`src/rtl/nirq_pkg.sv`:
```
// Package: shared counts, rank type and source-to-vector mapping for the
// nested interrupt controller. Rank 0 means "nothing", 1 low, 2 high, 3 highest.
package nirq_pkg;
    localparam int NUM_VEC = 8;
    localparam int NUM_EXT = 4;
    localparam int NUM_INT = 8;
    localparam int VEC_W   = $clog2(NUM_VEC);

    typedef logic [1:0] rank_t;

    // Vector served by internal source i: first four one each, then pairs.
    function automatic int int_src_vec(input int i);
        return (i < 4) ? (i + 2) : (6 + (i - 4) / 2);
    endfunction

    // Rank of vector v for its select bit: vectors 0/1 reach highest, others high.
    function automatic rank_t vec_rank(input int v, input logic sel);
        if (!sel)
            return 2'd1;
        return (v < 2) ? 2'd3 : 2'd2;
    endfunction
endpackage

```
`src/rtl/irqc_ext_detect.sv`:
```
// Module: request detector for one external pin.
// Assumes the pin is already synchronous to clk. LEVEL_CAPABLE selects the
// variant: with levels (00 rise, 01 fall, 10 high, 11 low) or edges only
// (00 rise, 01 fall, 1x both). Edge hits latch until clr; a new hit wins.
module irqc_ext_detect #(
    parameter bit LEVEL_CAPABLE = 1'b1
) (
    input  logic       clk,
    input  logic       rst_n,
    input  logic       pin,
    input  logic [1:0] mode,
    input  logic       clr,
    output logic       req
);
    logic prev_q;
    logic latch_q;
    logic rise, fall;
    logic is_level, edge_hit, level_hit;

    assign rise = pin & ~prev_q;
    assign fall = ~pin & prev_q;

    generate
        if (LEVEL_CAPABLE) begin : g_lvl
            // Decode the four-way mode including level sensing.
            always_comb begin
                is_level  = mode[1];
                edge_hit  = (mode == 2'b00) ? rise : (mode == 2'b01) ? fall : 1'b0;
                level_hit = (mode == 2'b10) ? pin : (mode == 2'b11) ? ~pin : 1'b0;
            end
        end else begin : g_edge
            // Decode the edge-only mode; both upper codes mean either edge.
            always_comb begin
                is_level  = 1'b0;
                level_hit = 1'b0;
                edge_hit  = (mode == 2'b00) ? rise :
                            (mode == 2'b01) ? fall : (rise | fall);
            end
        end
    endgenerate

    // Remember the previous pin value for edge detection.
    always_ff @(posedge clk) begin
        if (!rst_n) prev_q <= 1'b0;
        else        prev_q <= pin;
    end

    // Hold edge hits until the vector is taken; unused in level mode.
    always_ff @(posedge clk) begin
        if (!rst_n)        latch_q <= 1'b0;
        else if (is_level) latch_q <= 1'b0;
        else if (edge_hit) latch_q <= 1'b1;
        else if (clr)      latch_q <= 1'b0;
    end

    assign req = is_level ? level_hit : latch_q;

    p_level_no_latch_r9: assert property (@(posedge clk) disable iff (!rst_n)
        (is_level && $past(is_level)) |-> !latch_q);
    p_edge_holds_r8: assert property (@(posedge clk) disable iff (!rst_n)
        (latch_q && !clr && !is_level) |=> (latch_q || is_level));
endmodule

```
`src/rtl/irqc_arbiter.sv`:
```
// Module: picks the winning vector from per-vector ranks.
// Higher rank wins; ties go to the lower vector. win_valid is raised only when
// the winner's rank is strictly above cur_rank. Purely combinational.
module irqc_arbiter
    import nirq_pkg::*;
(
    input  logic                       clk,
    input  logic                       rst_n,
    input  logic [NUM_VEC-1:0][1:0]    vrank,
    input  rank_t                      cur_rank,
    output logic                       win_valid,
    output logic [VEC_W-1:0]           win_idx,
    output rank_t                      win_rank
);
    // Scan from the top vector down so that equal ranks leave the lowest index.
    always_comb begin
        win_rank = 2'd0;
        win_idx  = '0;
        for (int v = NUM_VEC - 1; v >= 0; v--) begin
            if (vrank[v] != 2'd0 && vrank[v] >= win_rank) begin
                win_rank = vrank[v];
                win_idx  = VEC_W'(v);
            end
        end
        win_valid = (win_rank > cur_rank);
    end

    generate
        for (genvar v = 0; v < NUM_VEC; v++) begin : g_chk
            p_winner_max_r4: assert property (@(posedge clk) disable iff (!rst_n)
                win_valid |-> (vrank[v] <= vrank[win_idx]));
            p_tie_lower_r4: assert property (@(posedge clk) disable iff (!rst_n)
                (win_valid && (VEC_W'(v) < win_idx)) |-> (vrank[v] < vrank[win_idx]));
        end
    endgenerate
endmodule

```
`src/rtl/irqc_isr_stack.sv`:
```
// Module: in-service level stack, one bit per level (low, high, highest).
// A take sets its level's bit; reti clears the most urgent set bit and blocks
// the take on the same edge. cur_rank reports the most urgent active level.
module irqc_isr_stack
    import nirq_pkg::*;
(
    input  logic  clk,
    input  logic  rst_n,
    input  logic  take,
    input  rank_t take_rank,
    input  logic  reti,
    output rank_t cur_rank
);
    logic [2:0] isr_q;

    // Report the most urgent active level.
    always_comb begin
        if (isr_q[2])      cur_rank = 2'd3;
        else if (isr_q[1]) cur_rank = 2'd2;
        else if (isr_q[0]) cur_rank = 2'd1;
        else               cur_rank = 2'd0;
    end

    // Pop on return, push on take.
    always_ff @(posedge clk) begin
        if (!rst_n) begin
            isr_q <= 3'b000;
        end else if (reti) begin
            case (cur_rank)
                2'd3:    isr_q[2] <= 1'b0;
                2'd2:    isr_q[1] <= 1'b0;
                2'd1:    isr_q[0] <= 1'b0;
                default: isr_q <= isr_q;
            endcase
        end else if (take) begin
            case (take_rank)
                2'd3:    isr_q[2] <= 1'b1;
                2'd2:    isr_q[1] <= 1'b1;
                2'd1:    isr_q[0] <= 1'b1;
                default: isr_q <= isr_q;
            endcase
        end
    end

    p_reti_pops_r5: assert property (@(posedge clk) disable iff (!rst_n)
        (reti && cur_rank != 2'd0) |=> ($countones(isr_q) == $countones($past(isr_q)) - 1));
    p_take_push_r4: assert property (@(posedge clk) disable iff (!rst_n)
        (take && !reti) |=> (cur_rank == $past(take_rank)));
    p_no_silent_drop_r5: assert property (@(posedge clk) disable iff (!rst_n)
        !reti |=> (($past(isr_q) & ~isr_q) == 3'b000));
endmodule

```
`src/rtl/nest_irq_ctrl.sv`:
```
// Module: top of the nested interrupt controller.
// Gathers external and internal requests into eight vectors, ranks them by
// their level select, takes the winner when it outranks the level in service
// and emits an acknowledge pulse with the vector address. Inputs are assumed
// synchronous; internal sources are single-cycle pulses.
module nest_irq_ctrl
    import nirq_pkg::*;
#(
    parameter int ADDR_W   = 8,
    parameter int VEC_BASE = 3,
    parameter int VEC_STEP = 8
) (
    input  logic                 clk,
    input  logic                 rst_n,
    input  logic [NUM_EXT-1:0]   ext_pin,
    input  logic [NUM_INT-1:0]   int_pulse,
    input  logic [NUM_EXT-1:0]   ext_en,
    input  logic [NUM_INT-1:0]   int_en,
    input  logic [3:0]           ext_mode01,
    input  logic [3:0]           ext_mode23,
    input  logic [NUM_VEC-1:0]   vec_lvl,
    input  logic                 reti,
    output logic                 irq_o,
    output logic                 ack_o,
    output logic [ADDR_W-1:0]    vec_addr_o
);
    logic [NUM_EXT-1:0]        ext_req;
    logic [NUM_EXT-1:0]        ext_clr;
    logic [NUM_INT-1:0]        int_lat_q;
    logic [NUM_VEC-1:0]        pend;
    logic [NUM_VEC-1:0][1:0]   vrank;
    logic                      win_valid;
    logic [VEC_W-1:0]          win_idx;
    rank_t                     win_rank;
    rank_t                     cur_rank;
    logic                      take;

    assign take = win_valid & ~reti;

    generate
        for (genvar e = 0; e < NUM_EXT; e++) begin : g_ext
            logic raw_req;
            assign ext_clr[e] = take && (win_idx == VEC_W'(e));
            if (e < 2) begin : g_lv
                irqc_ext_detect #(.LEVEL_CAPABLE(1'b1)) u_det (
                    .clk(clk), .rst_n(rst_n), .pin(ext_pin[e]),
                    .mode(ext_mode01[2*e +: 2]), .clr(ext_clr[e]), .req(raw_req));
            end else begin : g_ed
                irqc_ext_detect #(.LEVEL_CAPABLE(1'b0)) u_det (
                    .clk(clk), .rst_n(rst_n), .pin(ext_pin[e]),
                    .mode(ext_mode23[2*(e-2) +: 2]), .clr(ext_clr[e]), .req(raw_req));
            end
            assign ext_req[e] = raw_req & ext_en[e];
        end

        for (genvar i = 0; i < NUM_INT; i++) begin : g_int
            localparam int MV = int_src_vec(i);
            // Latch the source pulse until its vector is taken; a new pulse wins.
            always_ff @(posedge clk) begin
                if (!rst_n)                          int_lat_q[i] <= 1'b0;
                else if (int_pulse[i])               int_lat_q[i] <= 1'b1;
                else if (take && win_idx == VEC_W'(MV)) int_lat_q[i] <= 1'b0;
            end
        end
    endgenerate

    // Merge sources into vectors and attach each vector's rank.
    always_comb begin
        pend = '0;
        for (int e = 0; e < NUM_EXT; e++)
            if (ext_req[e]) pend[e] = 1'b1;
        for (int i = 0; i < NUM_INT; i++)
            if (int_lat_q[i] && int_en[i]) pend[int_src_vec(i)] = 1'b1;
        for (int v = 0; v < NUM_VEC; v++)
            vrank[v] = pend[v] ? vec_rank(v, vec_lvl[v]) : 2'd0;
    end

    irqc_arbiter u_arb (
        .clk(clk), .rst_n(rst_n), .vrank(vrank), .cur_rank(cur_rank),
        .win_valid(win_valid), .win_idx(win_idx), .win_rank(win_rank));

    irqc_isr_stack u_isr (
        .clk(clk), .rst_n(rst_n), .take(take), .take_rank(win_rank),
        .reti(reti), .cur_rank(cur_rank));

    assign irq_o = win_valid;

    // Register the acknowledge pulse and the taken vector's address.
    always_ff @(posedge clk) begin
        if (!rst_n) begin
            ack_o      <= 1'b0;
            vec_addr_o <= '0;
        end else begin
            ack_o <= take;
            if (take)
                vec_addr_o <= ADDR_W'(VEC_BASE) + ADDR_W'(VEC_STEP) * ADDR_W'(win_idx);
        end
    end

    p_addr_grid_r1: assert property (@(posedge clk) disable iff (!rst_n)
        ack_o |-> (((vec_addr_o - ADDR_W'(VEC_BASE)) % ADDR_W'(VEC_STEP)) == '0));
    p_no_take_on_reti_r5: assert property (@(posedge clk) disable iff (!rst_n)
        reti |=> !ack_o);
    p_ack_follows_irq_r2: assert property (@(posedge clk) disable iff (!rst_n)
        (irq_o && !reti) |=> ack_o);
endmodule

```
`config.mk`:
```
export PLATFORM = sky130hd
export DESIGN_NAME = nest_irq_ctrl
export DESIGN_NICKNAME = d
export VERILOG_FILES = /design/src/rtl/nirq_pkg.sv /design/src/rtl/irqc_ext_detect.sv /design/src/rtl/irqc_arbiter.sv /design/src/rtl/irqc_isr_stack.sv /design/src/rtl/nest_irq_ctrl.sv
export SDC_FILE = /design/constraint.sdc
export NUM_CORES = 1
export LEC_CHECK = 0
export CORE_MARGIN = 8
export CORE_UTILIZATION = 45
export CTS_CLUSTER_DIAMETER = 150
export CTS_CLUSTER_SIZE = 24
export DETAILED_ROUTE_END_ITERATION = 10
export HOLD_SLACK_MARGIN = 0.03
export PLACE_DENSITY = 0.71
export SLEW_MARGIN = 20
export SYNTH_ARGS = -nofsm -noshare
export SYNTH_HDL_FRONTEND = slang
export SYNTH_HIERARCHICAL = 1
export SYNTH_SLANG_ARGS = --single-unit
```
`constraint.sdc`:
```
create_clock -name clk -period 15.9 [get_ports clk]
set_input_delay 3.18 -clock clk [delete_from_list [all_inputs] [get_ports clk]]
set_output_delay 3.18 -clock clk [all_outputs]
set_load 0.05 [all_outputs]
```
---- Yosys cells after proc, flatten, opt, wreduce, memory -nomap -nowiden ----
Index checks and enable logic that the tools add are counted.
operators by class
  bitwise operators ....................... 25
  equality and inequality tests ........... 24
  magnitude comparators ................... 9
  muxes and demuxes ....................... 89
  add/sub/neg operators ................... 1
  reductions and logical operators ........ 58
operator list
  operator             number
  $mux 1               53
  $mux 2               26
  $reduce_bool 2->1    24
  $mux 3               10
  $logic_and 1x1->1    24
  $eq 2x2->1 const B   8
  $ge 2x2->1           7
  $and 1x1->1          13
  $eq 2x1->1 const B   6
  $eq 3x3->1 const B   4
  $not 1->1            10
  $reduce_and 3->1     3
  $logic_not 2->1      4
  $add 2x6->7 const A  1
  $eq 3x2->1 const B   2
  $ne 2x1->1 const B   3
  $reduce_or 2->1      2
  $eq 3x1->1 const B   1
  $logic_not 3->1      1
  $ge 2x1->1 const B   1
  $gt 2x2->1           1
  $or 1x1->1           2
word-level totals
  output and inout bits ................... 10
  bits of input ports ..................... 43
  register bits after elaboration ......... 28

---- Longest topological paths before layout ----
Gate-level depths: netlist (run 1).
  word-level depth ........................ 33
  depth in mapped cells ................... 53
  mapped depth without buffers ............ 53

---- Hierarchy ----
Netlist (run 1), hierarchy kept.
modules (own cells, without submodules)
  module                                      area an instance (µm²)  seq. area each (µm²)  instances  cells an instance
  irqc_arbiter                                711.9                   0.0                   1          102
  nest_irq_ctrl                               670.6                   260.2                 1          86
  irqc_ext_detect at g_ext[2].g_ed.u_det ...  112.6                   40.0                  2          13
  irqc_ext_detect at g_ext[0].g_lv.u_det ...  106.4                   40.0                  2          11
  irqc_isr_stack                              138.9                   60.1                  1          16

---- Worst setup path before layout (run 1) ----
OpenSTA, ideal clock, no wires.
  path kind ............................... input-to-output
  start ................................... input port int_en[4]
  end ..................................... output port irq_o
  data required time ...................... 12.720 ns
  stages .................................. 44
  setup slack ............................. 1.022 ns
  data arrival time ....................... 11.698 ns
  path buffers ............................ 0
  cell sequence ........................... a22oi_1 nor2b_1 ha_1 and2_4 a22o_4 o22ai_1 ha_1 nand2b_1 inv_1 o21ai_1 a211oi_1 a31oi_1 ha_1 nand2b_1 a21oi_1 o41ai_1 a31o_2 o22ai_2 [... 8 more ...] a21oi_1 o41ai_4 or2_1 o21ai_2 inv_1 ha_1 nand2b_1 maj3_1 nand2_1 nand2_1 ha_1 nand2b_1 a21o_1 nand2_1 inv_1 o21ai_0 ha_1 a21oi_1
RTL lines
  element             line                 text
  start: declaration  nest_irq_ctrl.sv:18  input logic [NUM_INT-1:0] int_en,
  end: declaration    nest_irq_ctrl.sv:23  output logic irq_o,

==> results of run 1 <==
-- layer usage --
layer / share of wire [%] / global-route usage, % / up-vias
met4: 0.73 / 3.68 / 0
li1: - / - / 980
met1: 46 / 16.7 / 859
met2: 48 / 24.3 / 35
met5: 0 / 0 / -
met3: 5.0 / 3.06 / 4
-- critical path: cells and delay by family --
family / cells / cell delay, ns
AOI/OAI and AO/OA: 20 / 3.26
adders and majority gates: 9 / 2.48
buffers and inverters: 7 / 1.08
and+or+nand+nor: 14 / 2.06
-- area by class of cell --
cell class | count | area [sq um]
clock buffer | 3 | 41.3
fill | 410 | 1660
inverter | 27 | 101
multi-input combinational | 196 | 1390
sequential | 24 | 480
tap | 52 | 65.1
timing repair buffer | 52 | 523
-- cells in the final DEF, fill, tap and decap left out, types with 3 or more instances in the layout --
| cell type | n |
|---|---|
| o21ai_1 | 4 |
| and3_1 | 4 |
| nand2b_1 | 9 |
| nor2b_1 | 7 |
| clkdlybuf4s50_1 | 48 |
| a21boi_0 | 3 |
| nand3b_1 | 3 |
| o21ai_0 | 9 |
| clkbuf_8 | 3 |
| buf_4 | 3 |
| o21ai_2 | 3 |
| nand2_1 | 20 |
| a31oi_1 | 8 |
| inv_1 | 26 |
| dfxtp_1 | 24 |
| ha_1 | 15 |
| nand3_1 | 3 |
| conb_1 | 3 |
| and2_2 | 3 |
| and2_1 | 6 |
| nor2_1 | 24 |
| a21oi_1 | 12 |
| a22oi_1 | 3 |
| nor3_1 | 3 |
-- power breakdown --
part           leakage [uW]  internal (uW)  switching [uW]  total, uW
Combinational      0.000889           56.0            70.2        126
Clock             0.0000216           16.9            16.8       33.6
Sequential         0.000199           66.2            3.32       69.5
-- stage by stage --
step	TNS [ns]	instances	cell area (sq um)	setup WS, ns
global placement	0	350	2500	0.374
detailed placement	0	350	2500	0.0917
CTS	0	353	2550	0.0949
global route	-0.0570	354	2600	-0.0570
finish	0	354	2600	0.679
floorplan	0	254	1970	1.02
-- timing repair --
action / 4_1_cts / 5_1_grt
endpoints found under the setup margin: 0 / 1
gates resized for setup: 0 / 12
buffers inserted: 0 / 1
-- kinds of logic (layout without fill, tap and decap cells) --
| family | after synthesis | after routing |
|---|---|---|
| buffers and inverters | 34 | 82 |
| AOI/OAI and AO/OA | 71 | 71 |
| other | 1 | 3 |
| DFF | 24 | 24 |
| muxes | 3 | 3 |
| and+or+nand+nor | 101 | 101 |
| adders and majority gates | 16 | 16 |
| xor gates and xnor gates | 2 | 2 |
-- registers in the layout, summed over array words and instances (netlist names) --
register,flops
ack_o,1
g_ext.g_ed.u_det/prev_q,2
g_ext.g_ed.u_det/req,2
g_ext.g_lv.u_det/latch_q,2
g_ext.g_lv.u_det/prev_q,2
int_lat_q,8
u_isr/isr_q,3
vec_addr_o,4
-- final timing paths --
check                                               to  cells past startpoint                        from  slack (ns)
setup / recovery                                 irq_o                     50                   int_en[4]        0.68
hold / removal              vec_addr_o[4]$_SDFFE_PN0P_                      2  vec_addr_o[4]$_SDFFE_PN0P_        0.47
setup reg to reg  g_ext[3].g_ed.u_det/req$_SDFFE_PN0P_                     47   int_lat_q[5]$_SDFFE_PN0P_        6.41
hold reg to reg             vec_addr_o[4]$_SDFFE_PN0P_                      2  vec_addr_o[4]$_SDFFE_PN0P_        0.47
==> metrics.cfg, run 1 <==
[setup_path]
arrival_ns=12.04
path_common_cell=ha_1
cp_slowest_stage_delay_ns=0.48
crit_slowest_cell=clkdlybuf4s50_1
cp-end-kind=primary output
worstSetupStartpointType=input port
path_class=input port to primary output
critPathRequiredTime_ns=12.72
crit_fanout=7

[detailed_routing]
dr.pass1.iters=4
finalWirelength_um=4640
drtIter0Drc=52
via_count=1878
drc=0
drt-wirelength-per-cell_um=13.1
postRouteAntennaNets=0
vias_per_cell=5.31

[floorplanning]
dieHeight_um=82.0
boundaryPins=53
row_count=24
die_x_um=82.0
start_util_pct=46.0
coreArea_sq_mm=0.00426
dieArea_sq_mm=0.00672

[synth]
synth-edff-count=0
synthMuxAreaShare_pct=1.79
syn_inst=252
yosysWarnings=6
ys_types=61
syn_area_per_cell_sq_um=7.78
synth_ff_type=dfxtp_1
async_reset_ff_share_pct=0
synth_commonest_cells=inv_1 (26), nor2_1 (25), dfxtp_1 (24)
yosys.cell_count.top_type=inv_1
yosys-top-cells-area=dfxtp_1 (25%), ha_1 (9.6%), inv_1 (5.0%), nor2_1 (4.8%), nand2_1 (3.8%)
synthDominantCellAreaShare_pct=24.5
synth-compound-area-share_pct=26.6
yosysSeqAreaShare_pct=24.5
ys_ff_latch=24
synthXorXnorAreaFrac_pct=0.894
yosysTopAreaCell=dfxtp_1
netlist_area_sq_mm=0.00196
synth-simple-area-share_pct=28.6
synth_top_family_by_area=simple AND/OR/NAND/NOR gates
synth_adder_area_share_pct=10.1

[sta]
max_slew_margin_pct=28.6
worst_pin_slew_ns=1.06
setup_viol=0
slew_violations=0
hold_violations=0
fmax_mhz=65.7
period_minus_slack_ns=15.22
finClkSkew_ns=0.00154
post-route-period-util_pct=95.7
hold_slack_ns=0.466

[clock_tree]
cts.sinks=24
cts_buffers=3
htreeDepth=1
cts_tree=done
clkLatencyLatePin_ns=0.25
holdBufCountCts=0
path_clk_slew_ns=0.08
cts-root-buf=clkbuf_8
clockBufferDepth=2

[place]
dpl.hpwl_um=3810
portBuffers=49
gp_congestion=0.767

[global_route]
grt_pass1_vias=1803
grt-ovfl-total=0
grt_max_degree=25
track_usage_pct=13.9
antenna_found_initial=0
grt_pass1_wl_um=7550

[cells_and_area]
layout.nets=362
syn_to_final_growth_pct=32.9
final_core_util_pct=61.1
antenna_cells=0
drive_gt1_share_pct=13.6

[power_and_ir_drop]
p_total_uw=229
ir_worst_vdd_mv=0.0548
cellLeakagePower_uw=0.00111
power_density_mw_per_mm2=88.1

[worst_hold_path]
hold_path.class=flip-flop to flip-flop

[run_status]
status=finished, final reports clean

[flow_run]
maxCapViolations=0

(Power assumes the default switching activity.)
==> inputs of run 2 (changes only) <==
- ABC_CLOCK_PERIOD_IN_PS: unset -> 15900
- CTS_BUF_LIST: unset -> sky130_fd_sc_hd__clkbuf_16
- SLEW_MARGIN: 20 -> unset
==> run 2 against run 1 <==
Net effect: clock skew is essentially flat; register-to-register slack gained 0.02 ns; via count shrank 0.91%; critical path type unchanged; critical endpoint unchanged; largest power group unchanged.
==> metrics.cfg, run 2 (same netlist as run 1, synthesis figures left out) <==
[run_status]
status=finished, final reports clean

[cells_and_area]
antenna_cells=0  ; unchanged
layout_common_cells=clkdlybuf4s50_1 (48), inv_1 (26), nor2_1 (24), dfxtp_1 (24), nand2_1 (20)
nFillCells=406  ; -0.98%
final_common_cell=clkdlybuf4s50_1
final_cell_area_sq_mm=0.00264  ; +1.3%
final_core_util_pct=61.9  ; +0.79 points
layout.nets=362  ; unchanged
largest_reg_flops=8  ; unchanged
sequential_cell_area_sq_um=480  ; unchanged
syn_to_final_growth_pct=34.6
drive_gt1_share_pct=13.6  ; unchanged
multi_input_comb_area_sq_mm=0.00139  ; unchanged
largest-register=int_lat_q
top_regs=int_lat_q: 8 flops, vec_addr_o: 4 flops, u_isr/isr_q: 3 flops

[sta]
setup_viol=0  ; unchanged
hold_slack_ns=0.464  ; -0.00130 ns
slew_violations=0  ; unchanged
period_minus_slack_ns=15.23  ; +0.00567 ns
hold_violations=0  ; unchanged
setup_ws_ns=0.673  ; -0.00567 ns
worst_pin_slew_ns=1.03  ; -0.0294 ns
max_slew_margin_pct=30.6  ; +2.0 points
finClkSkew_ns=0.00149  ; -0.0000550 ns
post-route-period-util_pct=95.8  ; about the same
fmax_mhz=65.7  ; about the same

[clock_tree]
cts_buffers=3  ; unchanged
htreeDepth=1  ; unchanged
cts-root-buf=clkbuf_16
path_clk_slew_ns=0.06  ; -0.02 ns
cts_tree=done
cts.sinks=24  ; unchanged
clkLatencyLatePin_ns=0.25  ; about the same
holdBufCountCts=0  ; unchanged
clockBufferDepth=2  ; unchanged

[floorplanning]
coreArea_sq_mm=0.00426  ; unchanged
row_count=24  ; unchanged
dieHeight_um=82.0  ; unchanged
die_x_um=82.0  ; unchanged
boundaryPins=53  ; unchanged
start_util_pct=46.0  ; unchanged
dieArea_sq_mm=0.00672  ; unchanged

[global_route]
grt_pass1_wl_um=7550  ; unchanged
grt_max_degree=25  ; unchanged
antenna_found_initial=0  ; unchanged
grt-ovfl-total=0  ; unchanged
grt_pass1_vias=1801  ; -0.11%
track_usage_pct=14.0  ; +0.11 points

[setup_path]
endpoint=irq_o
arrival_ns=12.05  ; about the same
r2r-start=int_lat_q[5]$_SDFFE_PN0P_
path_class=input port to primary output
reg2reg_depth=47  ; unchanged
path_buf_inv=7  ; unchanged
crit_family=compound AO/OA/AOI/OAI gates
rrSetupSlack_ns=6.43  ; +0.02 ns
critPathLaunch=int_en[4]
critPathRequiredTime_ns=12.72  ; about the same
cp-end-kind=primary output
crit_fanout=7  ; unchanged
r2r-end=g_ext[3].g_ed.u_det/req$_SDFFE_PN0P_
cp_num_cells=50  ; unchanged
crit_slowest_cell=clkdlybuf4s50_1
path_common_cell=ha_1
cp_slowest_stage_delay_ns=0.48  ; about the same
worstSetupStartpointType=input port

[detailed_routing]
drc=0  ; unchanged
vias_per_cell=5.26  ; -0.91%
drtIter0Drc=52  ; unchanged
via_count=1861  ; -0.91%
finalWirelength_um=4670  ; +0.60%
drt-wirelength-per-cell_um=13.2  ; +0.60%
postRouteAntennaNets=0  ; unchanged
dr.pass1.iters=4  ; unchanged

[power_and_ir_drop]
power_density_mw_per_mm2=94.1  ; +6.9%
p_total_uw=248  ; +8.2%
cellLeakagePower_uw=0.00112  ; +1.4%
ir_worst_vdd_mv=0.0547  ; -0.19%

[place]
dpl.hpwl_um=3810  ; unchanged
dpl-instance-area_sq_mm=0.00250  ; unchanged
gp_congestion=0.767  ; unchanged
portBuffers=49  ; unchanged
preCtsSetupSlack_ns=0.0917  ; unchanged

[worst_hold_path]
hold_path.class=flip-flop to flip-flop

[flow_run]
maxCapViolations=0  ; unchanged

[run 2: timing repair]
item,CTS,global route
resized for setup,0,12
endpoints found under the setup margin,0,1
buffers inserted,0,1
[run 2: worst min path at each step]
stage,slack (ns),from,end,cells after the start
after floorplan,0.46,u_isr/isr_q[0]$_SDFFE_PN0P_,u_isr/isr_q[0]$_SDFFE_PN0P_,2
after detailed placement,0.46,vec_addr_o[4]$_SDFFE_PN0P_,vec_addr_o[4]$_SDFFE_PN0P_,2
after global placement,0.46,vec_addr_o[4]$_SDFFE_PN0P_,vec_addr_o[4]$_SDFFE_PN0P_,2
final,0.46,vec_addr_o[4]$_SDFFE_PN0P_,vec_addr_o[4]$_SDFFE_PN0P_,2
after CTS,0.47,vec_addr_o[4]$_SDFFE_PN0P_,vec_addr_o[4]$_SDFFE_PN0P_,2
after global routing,0.52,vec_addr_o[4]$_SDFFE_PN0P_,vec_addr_o[4]$_SDFFE_PN0P_,2
[run 2: area by class of cell]
cell class / instances / share of cell area [%]
clock buffer: 3 / 2.85
inverter: 27 / 3.84
multi-input combinational: 196 / 52.8
sequential: 24 / 18.2
tap: 52 / 2.47
timing repair buffer: 52 / 19.8
[run 2: routing by layer]
metal	part of all wire, %	global-route usage, %	wire [um]
met1	47	16.6	2200
met2	47	24.2	2170
met3	4.9	3.06	230
met4	1.3	4.74	61
met5	0	0	0
[run 2: worst reg2reg max path: cells and delay by family (launching register included)]
family	cells	cell delay [ns]
compound gates	20	3.24
flops	1	0.35
simple gates	16	3.31
buf+inv	3	0.24
fa+ha+maj	8	2.30
[run 2: power by group]
group          leakage [uW]  internal (uW)  switching [uW]
Clock             0.0000370           33.2            19.1
Combinational      0.000889           56.0            70.5
Sequential         0.000199           66.3            3.29
Total               0.00112            155            92.8
[run 2: stage by stage]
| stage | cells | setup TNS, ns |
|---|---|---|
| after global routing | 354 | -0.0570 |
| after detailed placement | 350 | 0 |
| after floorplan | 254 | 0 |
| after global placement | 350 | 0 |
| after CTS | 353 | 0 |
| final | 354 | 0 |
